**config.mk**
```make
export PLATFORM = sky130hd
export DESIGN_NAME = intc_top
export DESIGN_NICKNAME = d
export VERILOG_FILES = /design/src/rtl/intc_pkg.sv /design/src/rtl/intc_pin_edge.sv /design/src/rtl/intc_bank.sv /design/src/rtl/intc_top.sv
export SDC_FILE = /design/constraint.sdc
export NUM_CORES = 1
export LEC_CHECK = 0
export ABC_AREA = 1
export ABC_CLOCK_PERIOD_IN_PS = 910
export BUFFER_PORTS_ARGS = -buffer_cell sky130_fd_sc_hd__buf_2
export CORE_MARGIN = 8
export CORE_UTILIZATION = 45
export DETAILED_ROUTE_END_ITERATION = 8
export PLACE_DENSITY_LB_ADDON = 0.15
export SLEW_MARGIN = 20
export SYNTH_ARGS = -nofsm -noshare
export SYNTH_HDL_FRONTEND = slang
export SYNTH_SLANG_ARGS = --single-unit
```
**constraint.sdc**
```tcl
create_clock -name clk -period 0.91 [get_ports clk]
set_input_delay 0 -clock clk [delete_from_list [all_inputs] [get_ports clk]]
set_output_delay 0 -clock clk [all_outputs]
set_load 0.01 [all_outputs]
```
**src/rtl/intc_pkg.sv**
```systemverilog
package intc_pkg;
  localparam int DW       = 8;
  localparam int NCORE    = 3;   // port-change, pin, timer-0
  localparam int NPER     = 5;   // cmp0, cmp1, timer-1, eeprom, clock fail
  localparam int GIE_BIT  = 7;
  localparam int EDGE_BIT = 6;
  localparam int CEN_LSB  = 3;
  localparam int PCW      = 13;

  typedef enum logic [1:0] {
    SEL_CORE  = 2'd0,
    SEL_PFLAG = 2'd1,
    SEL_PEN   = 2'd2,
    SEL_OPT   = 2'd3
  } reg_sel_e;
endpackage

```
**src/rtl/intc_pin_edge.sv**
```systemverilog
module intc_pin_edge #(
  parameter int SYNC = 2
) (
  input  logic clk,
  input  logic rst,
  input  logic pin_i,
  input  logic rise_sel_i,
  output logic edge_o
);
  // sh[SYNC-1] is the synchronized pin, sh[SYNC] its previous value
  logic [SYNC:0] sh;

  always_ff @(posedge clk) begin
    if (rst) sh <= '0;
    else     sh <= {sh[SYNC-1:0], pin_i};
  end

  always_comb begin
    if (rise_sel_i) edge_o = sh[SYNC-1] & ~sh[SYNC];
    else            edge_o = ~sh[SYNC-1] & sh[SYNC];
  end
endmodule

```
**src/rtl/intc_bank.sv**
```systemverilog
module intc_bank #(
  parameter int N = 5
) (
  input  logic         clk,
  input  logic         rst,
  input  logic [N-1:0] set_i,
  input  logic         wr_flag_i,
  input  logic [N-1:0] flag_d_i,
  input  logic         wr_en_i,
  input  logic [N-1:0] en_d_i,
  output logic [N-1:0] flag_o,
  output logic [N-1:0] en_o,
  output logic [N-1:0] flag_nx_o,
  output logic [N-1:0] en_nx_o
);
  for (genvar i = 0; i < N; i++) begin : g_bit
    // event set wins over a software clear in the same cycle
    always_comb begin
      flag_nx_o[i] = (wr_flag_i ? flag_d_i[i] : flag_o[i]) | set_i[i];
      en_nx_o[i]   = wr_en_i ? en_d_i[i] : en_o[i];
    end

    always_ff @(posedge clk) begin
      if (rst) begin
        flag_o[i] <= 1'b0;
        en_o[i]   <= 1'b0;
      end else begin
        flag_o[i] <= flag_nx_o[i];
        en_o[i]   <= en_nx_o[i];
      end
    end
  end
endmodule

```
**src/rtl/intc_top.sv**
```systemverilog
module intc_top
  import intc_pkg::*;
#(
  parameter int              SYNC    = 2,
  parameter logic [PCW-1:0]  VEC_ADR = 13'h0004
) (
  input  logic            clk,
  input  logic            rst,
  input  logic            pin_i,
  input  logic            t0_ovf_i,
  input  logic            pchg_i,
  input  logic [NPER-1:0] per_evt_i,
  input  logic            take_i,
  input  logic            reti_i,
  input  logic            sleep_i,
  input  logic            wr_i,
  input  logic [1:0]      sel_i,
  input  logic [DW-1:0]   wdata_i,
  output logic [DW-1:0]   rd_o,
  output logic            irq_o,
  output logic            wake_o,
  output logic [PCW-1:0]  vec_o
);
  logic             gie_q, gie_nx;
  logic             edge_sel_q;
  logic             pin_edge;
  logic             wr_core, wr_pflag, wr_pen, wr_opt;
  logic [NCORE-1:0] cflag_q, cen_q, cflag_nx, cen_nx, cset;
  logic [NPER-1:0]  pflag_q, pen_q, pflag_nx, pen_nx;
  logic             pend_nx;
  logic [DW-1:0]    rd_mux;

  assign wr_core  = wr_i && (sel_i == SEL_CORE);
  assign wr_pflag = wr_i && (sel_i == SEL_PFLAG);
  assign wr_pen   = wr_i && (sel_i == SEL_PEN);
  assign wr_opt   = wr_i && (sel_i == SEL_OPT);

  intc_pin_edge #(.SYNC(SYNC)) u_pin (
    .clk(clk), .rst(rst), .pin_i(pin_i),
    .rise_sel_i(edge_sel_q), .edge_o(pin_edge)
  );

  assign cset = {t0_ovf_i, pin_edge, pchg_i};

  intc_bank #(.N(NCORE)) u_core (
    .clk(clk), .rst(rst), .set_i(cset),
    .wr_flag_i(wr_core), .flag_d_i(wdata_i[NCORE-1:0]),
    .wr_en_i(wr_core),   .en_d_i(wdata_i[CEN_LSB +: NCORE]),
    .flag_o(cflag_q), .en_o(cen_q), .flag_nx_o(cflag_nx), .en_nx_o(cen_nx)
  );

  intc_bank #(.N(NPER)) u_per (
    .clk(clk), .rst(rst), .set_i(per_evt_i),
    .wr_flag_i(wr_pflag), .flag_d_i(wdata_i[NPER-1:0]),
    .wr_en_i(wr_pen),     .en_d_i(wdata_i[NPER-1:0]),
    .flag_o(pflag_q), .en_o(pen_q), .flag_nx_o(pflag_nx), .en_nx_o(pen_nx)
  );

  always_comb begin
    if (take_i)       gie_nx = 1'b0;
    else if (reti_i)  gie_nx = 1'b1;
    else if (wr_core) gie_nx = wdata_i[GIE_BIT];
    else              gie_nx = gie_q;
  end

  assign pend_nx = (|(cflag_nx & cen_nx)) | (|(pflag_nx & pen_nx));

  always_comb begin
    rd_mux = '0;
    unique case (reg_sel_e'(sel_i))
      SEL_CORE: begin
        rd_mux[GIE_BIT]              = gie_q;
        rd_mux[CEN_LSB +: NCORE]     = cen_q;
        rd_mux[NCORE-1:0]            = cflag_q;
      end
      SEL_PFLAG: rd_mux[NPER-1:0]    = pflag_q;
      SEL_PEN:   rd_mux[NPER-1:0]    = pen_q;
      SEL_OPT:   rd_mux[EDGE_BIT]    = edge_sel_q;
      default:   rd_mux              = '0;
    endcase
  end

  always_ff @(posedge clk) begin
    if (rst) begin
      gie_q      <= 1'b0;
      edge_sel_q <= 1'b1;
      irq_o      <= 1'b0;
      wake_o     <= 1'b0;
      rd_o       <= '0;
    end else begin
      gie_q      <= gie_nx;
      if (wr_opt) edge_sel_q <= wdata_i[EDGE_BIT];
      irq_o      <= gie_nx & pend_nx;
      wake_o     <= sleep_i & pend_nx;
      rd_o       <= rd_mux;
    end
  end

  assign vec_o = VEC_ADR;
endmodule

```
Word-level counts from Yosys, hierarchy flattened. Index checks and enable logic that the tools add are counted.

Logic and storage cells: 76. Output and inout port bits: 23. Register bits: 31.

Reductions and logical operators: 9. Multiplexer cells: 21. Equal/unequal tests: 3. Bitwise operators: 19.

Operator list (count): $mux 1 (20); $pmux 5 s3 (1); $or 1x1->1 (9); $and 5x5->5 (1); $reduce_or 5->1 (1); $and 1x1->1 (4); $eq 2x2->1 const B (2); $logic_and 1x1->1 (4); $not 1->1 (4); $reduce_or 2->1 (2); $and 3x3->3 (1); $reduce_or 3->1 (1); $eq 2x1->1 const B (1); $logic_not 2->1 (1).

Depth between registers and ports, before layout. Gate-level depths: netlist of the first run.

Word-level depth: 8. Depth in mapped cells: 10. Depth with buffers taken out: 9.

Modules after synthesis. A second synthesis of the first run with hierarchy kept.

Cell total of the unflattened synthesis: 227. Area, all modules: 1476.4 um2.

Modules (own cells, without submodules): intc_top (sequential area each 240.2 um2, area each 651.9 um2, instances 1, cells an instance 97); intc_bank (u_per) (sequential area each 200.2 um2, area each 452.9 um2, instances 1, cells an instance 73); intc_bank (u_core) (sequential area each 120.1 um2, area each 267.8 um2, instances 1, cells an instance 43); intc_pin_edge (sequential area each 60.1 um2, area each 103.8 um2, instances 1, cells an instance 14).

Worst setup path before layout of the first run. OpenSTA, ideal clock, no wires.

Path kind: in2reg. Start point: in sel_i[0]. End point: reg irq_o. Path slack: -0.044 ns. Library setup time: 0.121 ns. Stages on the path: 9. Data arrival time: 0.834 ns. Required time: 0.789 ns. Cells stage by stage: buf_4 > nor2_2 > nand2_2 > nand2_1 > nand3b_1 > nand2_1 > nand2_1 > nor2_1 > a21oi_1.

Longest elaborated chain between the ends: 8. Elaborated cells on any way between the ends: 39.

Ends and longest elaborated chain: start: declaration (line intc_top.sv:17) `input logic [1:0] sel_i,`; $eq 2x1->1 / $logic_not 2->1 (equally long branches) (line intc_top.sv:34, intc_top.sv:33); $logic_and 1x1->1, on equally long branches (line intc_top.sv:34, intc_top.sv:33); $mux 1 (line intc_bank.sv:19) `flag_nx_o[i] = (wr_flag_i ? flag_d_i[i] : flag_o[i]) | set_i[i];`; $or 1x1->1 (line intc_bank.sv:19); $and 5x5->5 / $and 3x3->3 (equally long branches) (line intc_top.sv:66) `assign pend_nx = (|(cflag_nx & cen_nx)) | (|(pflag_nx & pen_nx));`; $reduce_or 5->1 / $reduce_or 3->1 (equally long branches) (line intc_top.sv:66); $or 1x1->1 (line intc_top.sv:66); $and 1x1->1 (*) (line intc_top.sv:93) `irq_o <= gie_nx & pend_nx;`; end signal: assignment (line intc_top.sv:93); end: declaration (line intc_top.sv:20) `output logic irq_o,`.

Mark *: on every way between the ends. The rest lies on a longest branch, timed or not. A chain may end at the register's enable or synchronous reset.

Final worst setup path of the first run.
Start point: reg edge_sel_q. End point: reg wake_o.

Longest elaborated chain between the ends: 6.

Ends and longest elaborated chain: start: declaration (line intc_top.sv:25) `logic edge_sel_q;`; start signal: assignment (line intc_top.sv:92) `if (wr_opt) edge_sel_q <= wdata_i[EDGE_BIT];`; $mux 1 (line intc_pin_edge.sv:19) `if (rise_sel_i) edge_o = sh[SYNC-1] & ~sh[SYNC];`; $or 1x1->1 (line intc_bank.sv:19); $and 3x3->3 (line intc_top.sv:66); $reduce_or 3->1 (line intc_top.sv:66); $or 1x1->1 (line intc_top.sv:66); $and 1x1->1 (line intc_top.sv:94) `wake_o <= sleep_i & pend_nx;`; end signal: assignment (line intc_top.sv:94); end: declaration (line intc_top.sv:21) `output logic wake_o,`.

No other way between the ends.

==> results of run 1 <==
[worst paths after layout]
| path | cells past startpoint | end |
|---|---|---|
| max | 9 | wake_o$_SDFF_PP0_ |
| max reg2reg | 9 | wake_o$_SDFF_PP0_ |
| min | 3 | u_per.en_o[2]$_SDFF_PP0_ |
| min reg2reg | 2 | u_pin.sh[1]$_SDFF_PP0_ |
[state kept, by name, indices dropped and copies added (netlist names)]
signal	cells
u_core.en_o	3
irq_o	1
wake_o	1
u_per.en_o	5
gie_q	1
u_core.flag_o	3
rd_o	8
edge_sel_q	1
u_pin.sh	3
u_per.flag_o	5
[cell type report]
type / count / share of cell area [%]
well taps: 44 / 2.76
flip-flops and latches: 31 / 31.3
multi-input cells: 142 / 33.3
inverters: 32 / 6.01
clock buffers: 8 / 3.44
repair buffers: 70 / 23.2
[per-stage QoR]
step	power, µW	instance area, µm²	TNS [ns]
6_report	2870	2000	-0.238
5_1_grt	3020	2000	-0.417
4_1_cts	2890	1970	-0.237
3_5_place_dp	1940	1810	-0.922
3_3_place_gp	1940	1810	-0.959
2_1_floorplan	1770	1520	-0.0671
[timing repair]
item                                    CTS  global route
setup buffers                             1             1
resized for setup                         1             8
pin swaps                                 3             6
endpoints found under the hold margin    13             5
endpoints found under the setup margin    2             4
[cells by family (layout without fill, tap and decap cells)]
logic type	after synthesis	after routing	synth area share [%]
flops	31	31	42.5
compound gates	13	13	4.54
simple gates	116	116	35.4
other cells	2	13	0.514
buf+inv	51	110	17.1
[power breakdown]
part	internal (µW)	switching, µW	leakage, µW
Clock	454	463	0.0000386
Sequential	1420	29.5	0.000255
Combinational	234	268	0.000804
Total	2110	760	0.00110
[worst max-delay path, delay by kind of cell (launching register included)]
family                 cells  cell delay [ns]
buffers and inverters      2             0.09
flip-flops                 1             0.36
AO/OA/AOI/OAI              1             0.07
AND/OR/NAND/NOR            6             0.39
[layer usage]
metal / wire length, µm / vias to the layer above
met3: 193 / 5
met1: 1630 / 620
li1: - / 768
met2: 1760 / 31
met5: 0 / -
met4: 52 / 0
[synthesized netlist by cell type]
master	instances	area (µm²)
a21oi_1	8	40.0
a31oi_1	1	6.26
and3_1	1	6.26
buf_2	1	5.00
buf_4	15	113
clkbuf_1	3	11.3
conb_1	2	7.51
dfxtp_1	31	621
inv_1	29	109
inv_2	3	11.3
nand2_1	68	255
nand2_2	2	12.5
nand3_1	15	75.1
nand3b_1	7	52.6
nand4_1	4	25.0
nor2_1	12	45.0
nor2_2	3	18.8
nor2_4	1	11.3
nor3_1	3	15.0
o21ai_0	1	5.00
o21ai_1	3	15.0
==> flow_metrics.py, run 1 <==
metrics = {
    "clock_network": {
        "postCtsHoldBufs": 8,
        "clk_pin_slew_ns": 0.10,
        "tritoncts": "yes",
        "cts-root-buf": "clkbuf_4",
        "clk_path_buf_depth": 2,
        "cts_made_buffers": 5,
        "cts_sinks": 31,
        "htree_levels": 2,
        "worstSkewPairLatency_ns": 0.34,
    },
    "yosys": {
        "netlist_area_um2": 1460,
        "synth.avg_cell_area_um2": 6.86,
        "synth_warnings": 0,
        "synth-seq-cells": 31,
        "syn_inst": 213,
        "synthDistinctLibCells": 21,
        "ys_seq_area_share_pct": 42.5,
    },
    "layout": {
        "areaGrowthSynthToFinish_pct": 36.8,
        "diodes": 0,
        "post-route-util_pct": 64.9,
        "layout.cells.most_common_list": "67 x nand2_1, 33 x buf_2, 29 x buf_4",
        "drive_above_1_share_pct": 32.9,
        "multi_input_area_um2": 666,
        "regArea_um2": 626,
        "nets": 306,
        "stdcell_count": 327,
        "fillerInstances": 302,
        "layout_commonest_cell": "nand2_1",
    },
    "die": {
        "dieArea_um2": 5320,
        "pin_count": 47,
        "start_util_pct": 47.4,
        "die_w_um": 73.0,
        "core_um2": 3080,
        "rows": 20,
        "die_h_um": 73.0,
    },
    "timing": {
        "max_freq_mhz": 968,
        "fin_crit_ns": 1.03,
        "setup_viol": 2,
        "timing.clock.skew_ns": 0.0120,
        "drv_slew": 0,
        "rsz0062_at_grt": "true",
        "final-hold-violation-count": 6,
        "whs_ns": -0.0458,
        "post-route-period-util_pct": 114,
        "worst_slack_ns": -0.123,
    },
    "detailed_routing": {
        "drcViolationCount": 0,
        "via_count": 1424,
        "wl_per_cell_um": 11.1,
        "antenna_left": 0,
        "drt_iter0_markers": 50,
        "drtPass1Iterations": 4,
        "vias_per_cell": 4.35,
        "routed_wl_um": 3640,
    },
    "power": {
        "peakVddDrop_uv": 740,
        "power_density_nw_per_um2": 1440,
        "p_leak_uw": 0.00110,
    },
    "grt": {
        "grt_pass1_wl_um": 5930,
        "met1_usage_pct": 16.1,
        "first_global_vias": 1350,
        "grt_use_total_pct": 14.5,
        "grtUsageMet3_pct": 5.08,
        "overflow": 0,
        "grt_max_degree": 17,
        "met2_usage_pct": 24.5,
        "grt-busiest-layer": "met2",
        "antenna_found_initial": 0,
    },
    "critical_path": {
        "critPathArrivalTime_ns": 1.26,
        "cp.required_ns": 1.13,
        "path_max_fanout": 3,
        "worstSetupPathType": "reg -> reg",
        "startpoint": "edge_sel_q$_SDFFE_PP1P_",
        "worstSetupEndpointType": "register",
        "start_kind": "register",
        "reg2reg_from": "edge_sel_q$_SDFFE_PP1P_",
        "slowest_delay_ns": 0.36,
        "path_cells": "inv_2, nand3_2, nand2_2, inv_2, nand3_2, nand2_1, nand2_1, nor2_2, a21oi_1",
        "slowest_stage": "dfxtp_2",
        "r2r_slack_ns": -0.12,
    },
    "place": {
        "place_ws_ns": -0.297,
        "io_buffers": 33,
        "place_hpwl_um": 2800,
        "dp.cells": 309,
        "finalWeightedCongestion": 0.860,
    },
    "status": {
        "status": "finished with violations",
        "violations": "hold timing, setup timing",
    },
    "flow_run": {
        "drv_cap": 0,
    },
    "worst_hold_path": {
        "hp-class": "in -> reg",
        "hp-start": "wdata_i[2]",
    },
}
No activity file was read; power rests on OpenSTA's default activity.
==> run 2, diff against run 1 <==
==> constraint.sdc (replaced) <==
create_clock -name clk -period 0.91 [get_ports clk]
set_input_delay 0.182 -clock clk [delete_from_list [all_inputs] [get_ports clk]]
set_output_delay 0.182 -clock clk [all_outputs]
set_load 0.01 [all_outputs]
==> flow_metrics.py, run 2 (synthesis results as in run 1) <==
metrics = {
    "detailed_routing": {
        "antenna_left": 0,
        "routed_wl_um": 3520,
        "vias_per_cell": 4.34,
        "via_count": 1383,
        "drt_iter0_markers": 70,
        "wl_per_cell_um": 11.0,
        "drtPass1Iterations": 4,
        "drcViolationCount": 0,
    },
    "die": {
        "start_util_pct": 47.4,
        "rows": 20,
        "pin_count": 47,
        "die_h_um": 73.0,
        "core_um2": 3080,
        "dieArea_um2": 5320,
        "die_w_um": 73.0,
    },
    "critical_path": {
        "critPathArrivalTime_ns": 0.82,
        "worstSetupEndpointType": "output pin",
        "worstSetupPathType": "reg -> out",
        "path_cells": "buf_2",
        "path_max_fanout": 1,
        "start_kind": "register",
        "slowest_delay_ns": 0.34,
        "cp.required_ns": 0.73,
        "critPathTopFamily": "flip-flops",
        "critPathBufInv": 1,
        "slowest_stage": "dfxtp_1",
    },
    "layout": {
        "largest_reg_flops": 8,
        "diodes": 0,
        "fillerInstances": 304,
        "nets": 298,
        "drive_above_1_share_pct": 32.4,
        "layout_commonest_cell": "nand2_1",
        "layout.cells.most_common_list": "68 x nand2_1, 31 x buf_2, 28 x buf_4",
        "largestRegisters": "rd_o: 8 flops, u_per.en_o: 5 flops, u_per.flag_o: 5 flops",
        "final_cell_area_um2": 1930,
        "regArea_um2": 627,
        "multi_input_area_um2": 654,
        "top_register": "rd_o",
        "areaGrowthSynthToFinish_pct": 32.4,
    },
    "grt": {
        "grt_max_degree": 15,
        "overflow": 0,
        "grt_use_total_pct": 14.1,
        "antenna_found_initial": 0,
        "grt_pass1_wl_um": 5850,
        "first_global_vias": 1323,
    },
    "clock_network": {
        "clk_pin_slew_ns": 0.10,
        "tritoncts": "yes",
        "htree_levels": 2,
        "clk_path_buf_depth": 2,
        "cts_made_buffers": 5,
        "cts-root-buf": "clkbuf_4",
        "worstSkewPairLatency_ns": 0.34,
        "cts_sinks": 31,
    },
    "timing": {
        "worst_slack_ns": -0.0883,
        "max_freq_mhz": 1000,
        "timing.clock.skew_ns": 0.00509,
        "final-hold-violation-count": 0,
        "setup_viol": 12,
        "tns_ns": -0.650,
        "rsz0062_at_grt": "true",
        "drv_slew": 0,
        "post-route-period-util_pct": 110,
        "fin_crit_ns": 0.998,
    },
    "power": {
        "p_seq_share_pct": 50.7,
        "power_density_nw_per_um2": 1480,
        "internal_power_uw": 2100,
        "combPwrFrac_pct": 17.1,
        "peakVddDrop_uv": 876,
        "power_switching_uw": 762,
        "clkPwrFrac_pct": 32.2,
        "p_sw_share_pct": 26.6,
        "p_leak_uw": 0.00107,
    },
    "place": {
        "placed_area_um2": 1830,
        "finalWeightedCongestion": 0.895,
        "io_buffers": 33,
        "place_hpwl_um": 2840,
    },
    "status": {
        "violations": "setup timing",
        "status": "finished with violations",
    },
    "flow_run": {
        "drv_cap": 0,
    },
    "worst_hold_path": {
        "hp-class": "in -> reg",
    },
}
run 2: cell types whose count changed in the layout (fill, tap and decap cells not counted), sizes merged:
cell         before  now
dlygate4sd3       8    0
run 2: what timing repair did:
item,4_1_cts,5_1_grt
pin swaps,4,0
endpoints found under the setup margin,12,13
hold buffers,0,0
resized for setup,6,7
setup buffers,1,0
run 2: metal layers:
layer	part of all wire (%)	wire, µm	vias up	track usage (%)
met5	0	0	-	0
met4	1.3	47	0	4.67
met3	7.3	256	6	5.77
met2	45	1570	32	22.1
met1	47	1640	595	17.1
li1	-	-	750	-
run 2: stage by stage:
step / cells / setup WS (ns) / total power, µW / hold slack (ns) / utilization (%)
floorplan: 224 / -0.170 / 1780 / 0.289 / -
global placement: 310 / -0.391 / 1960 / 0.387 / 59.3
detailed placement: 310 / -0.421 / 1960 / 0.390 / 59.3
CTS: 319 / -0.115 / 2890 / 0.0353 / 62.1
global route: 319 / -0.213 / 3010 / 0.0336 / 62.8
finish: 319 / -0.0883 / 2870 / 0.0438 / 62.8
run 2: worst paths after layout:
| path | startpoint | endpoint | slack, ns | cells after the start |
|---|---|---|---|---|
| setup / recovery | wake_o$_SDFF_PP0_ | wake_o | -0.09 | 1 |
| hold / removal | pin_i | u_pin.sh[0]$_SDFF_PP0_ | 0.04 | 3 |
| setup reg to reg | edge_sel_q$_SDFFE_PP1P_ | wake_o$_SDFF_PP0_ | -0.08 | 9 |
| hold reg to reg | u_pin.sh[0]$_SDFF_PP0_ | u_pin.sh[1]$_SDFF_PP0_ | 0.41 | 2 |
run 2: power groups by stage:
stage	Clock [µW]	Sequential [µW]	Combinational, µW
detailed placement	0	1480	477
global route	1010	1460	547
finish	923	1450	489
global placement	0	1480	474
floorplan	0	1480	293
CTS	949	1450	483
run 2: layout make-up:
cell class	instances	area share (%)
Sequential cell	31	32.4
Timing Repair Buffer	62	21.1
Multi-Input combinational cell	142	33.9
Inverter	32	6.21
Tap cell	44	2.85
Clock buffer	8	3.56
